### config.mk
export PLATFORM = sky130hd
export DESIGN_NAME = osd_attr_gate
export DESIGN_NICKNAME = d
export VERILOG_FILES = /design/src/rtl/osd_attr_pkg.sv /design/src/rtl/osd_flash_timer.sv /design/src/rtl/osd_pixel_mux.sv /design/src/rtl/osd_attr_gate.sv
export SDC_FILE = /design/constraint.sdc
export NUM_CORES = 1
export LEC_CHECK = 0
export CAP_MARGIN = 30
export CORE_MARGIN = 2
export CORE_UTILIZATION = 36
export CTS_BUF_LIST = sky130_fd_sc_hd__clkbuf_16
export CTS_CLUSTER_DIAMETER = 60
export DETAILED_ROUTE_END_ITERATION = 16
export PLACE_DENSITY = 0.75
export SLEW_MARGIN = 20
export SYNTH_ARGS = -nofsm -noshare
export SYNTH_HDL_FRONTEND = slang
export SYNTH_SLANG_ARGS = --single-unit
### constraint.sdc
create_clock -name clk -period 1.6 [get_ports clk]
set_input_delay 0.4 -clock clk [delete_from_list [all_inputs] [get_ports clk]]
set_output_delay 0.4 -clock clk [all_outputs]
set_load 0.05 [all_outputs]
### src/rtl/osd_attr_pkg.sv
package osd_attr_pkg;

    localparam int unsigned PHASE_COUNT = 4;
    localparam int unsigned PHASE_W     = 2;

    typedef enum logic [1:0] {
        FLASH_OFF     = 2'b00,
        FLASH_HALF    = 2'b01,
        FLASH_ONE_ON  = 2'b10,
        FLASH_THREE_ON = 2'b11
    } flash_mode_e;

    typedef struct packed {
        logic       set_sel;
        logic [6:0] char_num;
        logic       bg_opaque;
        logic [2:0] bg_rgb;
        logic       flash_attr;
        logic [2:0] fg_rgb;
    } code_word_t;

    typedef struct packed {
        logic [2:0] rgb;
        logic       fblk;
    } pix_out_t;

    localparam pix_out_t PIX_DARK = '{rgb: 3'b000, fblk: 1'b0};

    // Returns 1 when a flagged character is visible in the given phase.
    function automatic logic phase_shows(flash_mode_e mode, logic [PHASE_W-1:0] phase);
        logic vis;
        unique case (mode)
            FLASH_OFF:      vis = 1'b1;
            FLASH_HALF:     vis = (phase < 2'd2);
            FLASH_ONE_ON:   vis = (phase == 2'd0);
            FLASH_THREE_ON: vis = (phase != 2'd3);
            default:        vis = 1'b1;
        endcase
        return vis;
    endfunction

endpackage

### src/rtl/osd_flash_timer.sv
module osd_flash_timer
    import osd_attr_pkg::*;
#(
    parameter int unsigned FRAMES_PER_PHASE = 16
) (
    input  logic               clk,
    input  logic               rst,
    input  logic               vsync,
    output logic [PHASE_W-1:0] phase
);
    localparam int unsigned FRAME_W = (FRAMES_PER_PHASE > 1) ? $clog2(FRAMES_PER_PHASE) : 1;
    localparam logic [FRAME_W-1:0] FRAME_LAST = FRAME_W'(FRAMES_PER_PHASE - 1);

    logic               vsync_q;
    logic               frame_tick;
    logic [FRAME_W-1:0] frame_cnt;

    assign frame_tick = vsync && !vsync_q;

    always_ff @(posedge clk) begin
        if (rst) begin
            vsync_q   <= 1'b0;
            frame_cnt <= '0;
            phase     <= '0;
        end else begin
            vsync_q <= vsync;
            if (frame_tick) begin
                if (frame_cnt == FRAME_LAST) begin
                    frame_cnt <= '0;
                    phase     <= phase + 1'b1;
                end else begin
                    frame_cnt <= frame_cnt + 1'b1;
                end
            end
        end
    end
endmodule

### src/rtl/osd_pixel_mux.sv
module osd_pixel_mux
    import osd_attr_pkg::*;
(
    input  code_word_t         code,
    input  logic               pix_bit,
    input  logic               strip_en,
    input  logic               in_char,
    input  logic               osd_on,
    input  logic               fblank_force,
    input  flash_mode_e        mode,
    input  logic [PHASE_W-1:0] phase,
    output pix_out_t           pix_out
);
    logic shown;
    logic draw_fg;
    logic unused_code_hi;

    assign unused_code_hi = ^{code.set_sel, code.char_num};
    assign shown   = !code.flash_attr || phase_shows(mode, phase);
    assign draw_fg = pix_bit && shown;

    always_comb begin
        pix_out = '{rgb: 3'b000, fblk: fblank_force};
        if (!osd_on) begin
            pix_out = PIX_DARK;
        end else if (strip_en && in_char) begin
            if (draw_fg) begin
                pix_out = '{rgb: code.fg_rgb, fblk: 1'b1};
            end else if (code.bg_opaque) begin
                pix_out = '{rgb: code.bg_rgb, fblk: 1'b1};
            end
        end
    end
endmodule

### src/rtl/osd_attr_gate.sv
module osd_attr_gate
    import osd_attr_pkg::*;
#(
    parameter int unsigned FRAMES_PER_PHASE = 16
) (
    input  logic        clk,
    input  logic        rst,
    input  logic [15:0] code_word,
    input  logic        pix_bit,
    input  logic        strip_en,
    input  logic        in_char,
    input  logic        vsync,
    input  logic        osd_on,
    input  logic        fblank_force,
    input  logic [1:0]  flash_mode,
    output logic        red,
    output logic        green,
    output logic        blue,
    output logic        fblank
);
    logic [PHASE_W-1:0] phase;
    pix_out_t           pix_next;
    pix_out_t           pix_q;

    osd_flash_timer #(
        .FRAMES_PER_PHASE(FRAMES_PER_PHASE)
    ) u_timer (
        .clk   (clk),
        .rst   (rst),
        .vsync (vsync),
        .phase (phase)
    );

    osd_pixel_mux u_mux (
        .code         (code_word_t'(code_word)),
        .pix_bit      (pix_bit),
        .strip_en     (strip_en),
        .in_char      (in_char),
        .osd_on       (osd_on),
        .fblank_force (fblank_force),
        .mode         (flash_mode_e'(flash_mode)),
        .phase        (phase),
        .pix_out      (pix_next)
    );

    always_ff @(posedge clk) begin
        if (rst) begin
            pix_q <= PIX_DARK;
        end else begin
            pix_q <= pix_next;
        end
    end

    assign {red, green, blue} = pix_q.rgb;
    assign fblank             = pix_q.fblk;
endmodule

==> impl_results.rst, run 1 <==
.. list-table::
   :header-rows: 1

   * - Metric
     - Value
   * - Tmin final
     - 1450 ps
   * - DRC violation total after the first TritonRoute iteration
     - 5
   * - Worst ir drop on vdd
     - 547 uV
   * - Count of synthesis-stage warnings from yosys
     - 0
   * - Row cnt
     - 14
   * - Multi-input gate area in the final layout
     - 292 um^2
   * - Normalized max-slew margin
     - about 85%
   * - Post-cts sizing count
     - 0
   * - Total Neg Setup Slack
     - 0 ps
   * - Average cell area after synthesis
     - 9.15 um^2
   * - Die width
     - between 40 and 50 um
   * - Number of clock sinks
     - 11
   * - Post-CTS repair timing setup buffer count
     - 0
   * - Kind of path behind the tightest hold check
     - flip-flop to flip-flop
   * - Nature of the critical path startpoint
     - primary input
   * - Vias/cell
     - 5.06
   * - Leakage component of the power
     - 0.000355 uW
   * - Net switching share of the total power
     - between 10% and 20%
   * - Number of I/O port buffers
     - 21
   * - Max Buffers Root-to-Sink
     - 2
   * - Number of buffers created by CTS
     - 3
   * - Final Instance Area
     - 873 um^2
   * - Post-detailed-placement half-perimeter wirelength
     - 901 um
   * - Crit-path cells
     - clkdlybuf4s50_1, nor2b_1, o311a_1, a21o_1
   * - Top routing layer used
     - met4
   * - Max Transition Viols Final
     - 0
   * - Worst Clk Skew
     - slightly above 0.7 ps
   * - Cell family with the largest share of critical-path delay
     - compound AO/OA/AOI/OAI gates
   * - Detail Route Antenna Nets
     - 0
   * - Met3 WL
     - ~45 um
   * - Master of the slowest instance on the critical path
     - sky130_fd_sc_hd__clkdlybuf4s50_1
   * - Initial antenna violation count
     - 0
   * - FMAX
     - 0.688 GHz
   * - Worst Path Required
     - 1730 ps
   * - Combined flip-flop and latch cell area
     - 220 um^2
   * - Register area share after synthesis
     - 40.1%
   * - TritonRoute pass-1 iters
     - 4
   * - Clock transition time at the flip-flop clock pins of the worst setup and hold paths
     - 40 ps
   * - Crit path buffers/inverters
     - 1
   * - Clock share of power
     - 53.1%
   * - Synth cell types
     - 22
   * - Buffer type at the clock tree root
     - sky130_fd_sc_hd__clkbuf_16
   * - Via count of the routed design
     - 516
   * - Utilization after layout
     - 59.4%
   * - Max-capacitance violation count
     - 0
   * - Wl on met1
     - between 400 and 500 um
   * - Clock tree from TritonCTS
     - yes
   * - Starting density of the core
     - 37.3%
   * - Core outline area
     - 0.00147 mm^2
   * - Number of flip-flops and latches in the synthesized netlist
     - 11
   * - Average wire per standard cell
     - 12.6 um
   * - Height of the die
     - 43.1 um
   * - Unrepaired setup endpoints after global routing
     - no
   * - Hold-fix buffers at CTS
     - 0
   * - H-tree lvl count
     - 1
   * - Delay of the slowest critical-path stage
     - 430 ps
   * - Largest net degree at the start of global routing
     - 8
   * - Combined area of all synthesized cells
     - 549 um^2
   * - Remaining global-route overflow
     - 0
   * - Internal power component
     - 678 uW
   * - Worst Setup Path Type
     - primary input to flip-flop
   * - Psw
     - 165 uW
   * - Synthesized Nets
     - 89
   * - Nets@finish
     - about 120
   * - Endpoint class of the critical path
     - flip-flop
   * - Run status
     - finished clean
   * - PwrDens
     - 965 mW/mm^2
   * - Maximum net fanout on the critical path
     - 4
   * - Final estimated routing congestion in global placement
     - around 0.72
   * - DR DRC count
     - 0
   * - Final hold violations
     - 0
   * - Combinational fraction of design power
     - approximately 12%
   * - Clock latency of the later-clocked register in the worst-skew pair
     - 240 ps
   * - N_diodes
     - 0
   * - Total Wirelength
     - approximately 1300 um
   * - Sequential Power Share
     - 34.8%
   * - Via count of the first global-routing pass
     - 555
   * - Tot GR Track Use
     - 16.8%
   * - Boundary Pins
     - 30
   * - Overall die area
     - 0.00185 mm^2
   * - # setup viols final
     - 0
   * - Sum of met2 wire segment lengths after detailed routing
     - between 700 and 800 um
   * - Number of instances in the synthesized netlist
     - 60
   * - Area overhead of the layout relative to synthesis
     - 59.0%
   * - Worst path arrival time
     - 1580 ps
   * - Fill count
     - ~130
   * - Final period utilization
     - around nine tenths
   * - Proportion of layout cells with a drive suffix above 1
     - 12.8%
   * - Placed Instance Area
     - 795 um^2
   * - Wire length of the first global-routing pass
     - 2240 um
   * - Slew at the pin closest to its max-slew limit
     - 225 ps
==> sequential cells by signal (all words and copies together), names as in the netlist <==
signal / cells
u_timer.frame_cnt: 4
u_timer.phase: 2
blue: 1
fblank: 1
green: 1
red: 1
u_timer.vsync_q: 1
==> power groups by stage <==
stage          logic, uW  clock network [uW]  registers, uW
2_1_floorplan       34.4                   0            305
3_3_place_gp         101                   0            297
3_5_place_dp         102                   0            297
4_1_cts              103                 458            293
5_1_grt              112                 476            294
6_report             102                 448            293
==> logic make-up after synthesis <==
kind of cell             share of synthesized area, %
multiplexers                                     7.29
adder cells (fa/ha/maj)                          6.83
XOR/XNOR                                         3.19
flip-flops                                       40.1
buffers and inverters                            6.83
AND/OR/NAND/NOR                                  24.4
AO/OA/AOI/OAI                                    11.4
==> cells in the mapped netlist, drive strengths merged <==
library cell  number  share of area [%]
xnor2              1                1.6
or3                3                3.4
xor2               1                1.6
nor3               1               0.91
a21o               1                1.4
and4b              1                1.8
mux2i              4                7.3
nand3b             2                2.7
nor2b              3                3.4
a21oi              4                3.6
nand2              6                4.1
nand4b             1                1.6
and2b              1                1.6
inv                4                2.7
ha                 3                6.8
dfxtp             11                 40
o21ai              3                2.7
o311a              1                1.8
nor2               3                2.0
buf                2                4.1
a32o               1                1.8
nand3              3                2.7
==> per-layer routing <==
metal,vias to the layer above,global-route usage (%)
met1,235,16.2
met2,13,30.0
met5,-,0
li1,264,-
met3,4,2.98
met4,0,14.5
==> final cells by class <==
class / count / area share (%)
multi-input cells: 43 / 33.4
clock inverters: 1 / 0.430
flip-flops and latches: 11 / 25.2
clock buffers: 3 / 8.60
repair buffers: 24 / 28.4
well taps: 16 / 2.29
inverters: 4 / 1.72
==> tightest hold or removal path, delay by kind of cell (launching register included) <==
family,cells,cell delay (ps)
AO/OA/AOI/OAI,2,140
flip-flops,1,320
==> final timing paths <==
kind                         start                to  slack (ps)  cells past startpoint
hold / removal    u_timer.phase[1]  u_timer.phase[1]         510                      2
hold reg to reg   u_timer.phase[1]  u_timer.phase[1]         510                      2
setup reg to reg  u_timer.phase[0]            fblank         170                      5
setup / recovery     flash_mode[0]            fblank         150                      4
==> per-stage QoR <==
stage | std cells | hold WS [ps] | power (uW) | worst slack, ps
5_1_grt | 102 | 546 | 881 | 68.1
3_3_place_gp | 98 | 473 | 397 | -112
4_1_cts | 102 | 516 | 854 | 138
2_1_floorplan | 60 | 455 | 339 | 288
6_report | 102 | 513 | 843 | 146
3_5_place_dp | 98 | 483 | 400 | -110
==> cells in the final DEF (no fill, tap or decap), drive strengths merged, types with 2 or more instances in the layout <==
| master | netlist | layout |
|---|---|---|
| o21ai | 3 | 3 |
| buf | 2 | 7 |
| inv | 4 | 5 |
| clkdlybuf4s50 | 0 | 17 |
| clkbuf | 0 | 3 |
| nand2 | 6 | 6 |
| nand3b | 2 | 2 |
| dfxtp | 11 | 11 |
| nor2b | 3 | 3 |
| ha | 3 | 3 |
| a21oi | 4 | 4 |
| nand3 | 3 | 3 |
| or3 | 3 | 3 |
| mux2i | 4 | 4 |
| nor2 | 3 | 3 |
Power figures use the tool's default switching activity.
==> run 2, diff against run 1 <==
--- a/config.mk
+++ b/config.mk
@@ -11,6 +11,7 @@
 export CTS_BUF_LIST = sky130_fd_sc_hd__clkbuf_16
 export CTS_CLUSTER_DIAMETER = 60
 export DETAILED_ROUTE_END_ITERATION = 16
+export GPL_ROUTABILITY_DRIVEN = 0
 export PLACE_DENSITY = 0.75
 export SLEW_MARGIN = 20
 export SYNTH_ARGS = -nofsm -noshare
==> constraint.sdc (replaced) <==
create_clock -name clk -period 1.6 [get_ports clk]
set_input_delay 0.16 -clock clk [delete_from_list [all_inputs] [get_ports clk]]
set_output_delay 0.16 -clock clk [all_outputs]
set_load 0.05 [all_outputs]
==> run 2 against run 1 <==
Compared with the run above:
- sequential cell count unchanged
- first-iteration DRC count increased by 20%
- largest cell class unchanged
- clock power is 1% lower
- clock skew hardly changed
- cell area fell by 3.7%
==> impl_results.rst, run 2 (synthesis results as in run 1) <==
.. list-table::
   :header-rows: 1

   * - Metric
     - Value
   * - Normalized max-slew margin
     - 84.7%
   * - Fill count
     - 143
   * - Number of I/O port buffers
     - 21
   * - Core outline area
     - 0.00147 mm^2
   * - Min setup slack post-route
     - 192 ps
   * - Buffer type at the clock tree root
     - sky130_fd_sc_hd__clkbuf_16
   * - Wire length of the first global-routing pass
     - 1860 um
   * - Starting density of the core
     - between 30% and 40%
   * - DRC violation total after the first TritonRoute iteration
     - 6
   * - Inst Count DP
     - 97
   * - Via count of the first global-routing pass
     - 481
   * - Number of clock sinks
     - 11
   * - Vias/cell
     - 4.90
   * - Largest net degree at the start of global routing
     - 9
   * - Clock tree from TritonCTS
     - yes
   * - Worst Hold Launch
     - code_word[0]
   * - Remaining global-route overflow
     - 0
   * - Register-to-Register Path Depth
     - 5
   * - Post-cts sizing count
     - 0
   * - Final period utilization
     - between 80% and 90%
   * - Clock latency of the later-clocked register in the worst-skew pair
     - 240 ps
   * - Utilization after layout
     - 57.1%
   * - Total Neg Setup Slack
     - 0 ps
   * - Total Wirelength
     - 1080 um
   * - Worst Setup Path Type
     - flip-flop to flip-flop
   * - Clock transition time at the flip-flop clock pins of the worst setup and hold paths
     - 40 ps
   * - Kind of path behind the tightest hold check
     - primary input to flip-flop
   * - PwrDens
     - 988 mW/mm^2
   * - Final hold violations
     - 0
   * - Slew at the pin closest to its max-slew limit
     - 229 ps
   * - Boundary Pins
     - 30
   * - Worst path arrival time
     - 1540 ps
   * - Unrepaired setup endpoints after global routing
     - no
   * - Maximum net fanout on the critical path
     - 4
   * - Nets@finish
     - 115
   * - Area overhead of the layout relative to synthesis
     - 53.1%
   * - Die width
     - approximately 43 um
   * - Leakage component of the power
     - 0.000344 uW
   * - Post-CTS repair timing setup buffer count
     - 0
   * - Max Transition Viols Final
     - 0
   * - Post-detailed-placement half-perimeter wirelength
     - approximately 800 um
   * - Hold endpoint
     - blue
   * - N_diodes
     - 0
   * - Registers with the most flip-flops
     - u_timer.frame_cnt x4, u_timer.phase x2
   * - Tmin final
     - 1410 ps
   * - Final Instance Area
     - 841 um^2
   * - Run status
     - finished clean
   * - Reg with most FFs
     - u_timer.frame_cnt
   * - Worst ir drop on vdd
     - 528 uV
   * - Via count of the routed design
     - 495
   * - R2R setup slack
     - 190 ps
   * - Worst Path Required
     - 1730 ps
   * - Detail Route Antenna Nets
     - 0
   * - Max-capacitance violation count
     - 0
   * - # setup viols final
     - 0
   * - Average wire per standard cell
     - 10.7 um
   * - H-tree lvl count
     - 1
   * - Endpoint class of the critical path
     - flip-flop
   * - TritonRoute pass-1 iters
     - 4
   * - Depth of the worst hold-timing path
     - 3
   * - Initial antenna violation count
     - 0
   * - Tot GR Track Use
     - between 10% and 20%
   * - Hold-fix buffers at CTS
     - 0
   * - Worst Clk Skew
     - roughly 0.35 ps
   * - Nature of the critical path startpoint
     - flip-flop
   * - FMAX
     - 0.710 GHz
   * - Height of the die
     - about 43 um
   * - Proportion of layout cells with a drive suffix above 1
     - 11.8%
   * - Number of buffers created by CTS
     - 3
   * - Row cnt
     - 14
   * - Max Buffers Root-to-Sink
     - 2
   * - Leading cell types in the layout, fill and taps excluded
     - 17 x sky130_fd_sc_hd__clkdlybuf4s50_1, 11 x sky130_fd_sc_hd__dfxtp_1, 6 x sky130_fd_sc_hd__nand2_1, 6 x sky130_fd_sc_hd__buf_4, 5 x sky130_fd_sc_hd__inv_1
   * - Terminus of the critical flop-to-flop path
     - fblank
   * - Flip-flop count of the largest register after layout
     - 4
   * - Leading cell type in the layout, fill and taps excluded
     - sky130_fd_sc_hd__clkdlybuf4s50_1
   * - R2R Path Start
     - u_timer.phase[0]
   * - Placed Instance Area
     - 762 um^2
   * - DR DRC count
     - 0
   * - Post-layout instance count excluding filler cells
     - 101
   * - Pre-CTS setup slack
     - between 100 and 150 ps
   * - Overall die area
     - about 0.0019 mm^2
run 2: cell types whose count changed in the layout (fill, tap and decap cells not counted):
cell and change:
sky130_fd_sc_hd__buf_4 +1, sky130_fd_sc_hd__buf_12 -2
run 2: worst max-delay path by stage:
stage | start | end | slack, ps | depth (start not counted)
detailed placement | flash_mode[0] | fblank | 130 | 4
finish | u_timer.phase[0] | fblank | 190 | 5
global route | u_timer.phase[1] | fblank | 120 | 5
floorplan | u_timer.phase[0] | fblank | 290 | 5
CTS | u_timer.phase[0] | fblank | 180 | 5
global placement | flash_mode[0] | fblank | 130 | 4
run 2: worst max-delay path: stages (launching register included):
cell	delay, ps
sky130_fd_sc_hd__dfxtp_1	360
sky130_fd_sc_hd__inv_1	60
sky130_fd_sc_hd__ha_1	190
sky130_fd_sc_hd__nor2b_1	120
sky130_fd_sc_hd__o311a_1	370
sky130_fd_sc_hd__a21o_1	200
run 2: layer usage:
layer	vias up	track usage (%)	share of wire [%]
met4	0	10.9	2.7
li1	259	-	-
met1	220	15.9	45
met2	12	22.1	48
met5	-	0	0
met3	4	2.55	4.3
run 2: stage by stage:
step,total power [uW],hold slack (ps)
detailed placement,392,485
finish,831,489
CTS,841,492
global route,871,526
global placement,391,474
floorplan,339,302
run 2: final cells by class:
| cell class | count | area (um^2) | share of cell area, % |
|---|---|---|---|
| clock buffer | 3 | 75.1 | 8.93 |
| clock inverter | 1 | 3.75 | 0.446 |
| inverter | 4 | 15.0 | 1.79 |
| sequential | 11 | 220 | 26.2 |
| tap | 16 | 20.0 | 2.38 |
| multi-input combinational | 43 | 292 | 34.7 |
| timing repair buffer | 23 | 215 | 25.6 |
run 2: where the power goes:
part / switching (uW) / leakage [uW] / total (uW) / internal, uW
combinational: 35.9 / 0.000213 / 96.1 / 60.2
sequential: 6.94 / 0.0000895 / 292 / 285
clock: 116 / 0.0000423 / 443 / 327
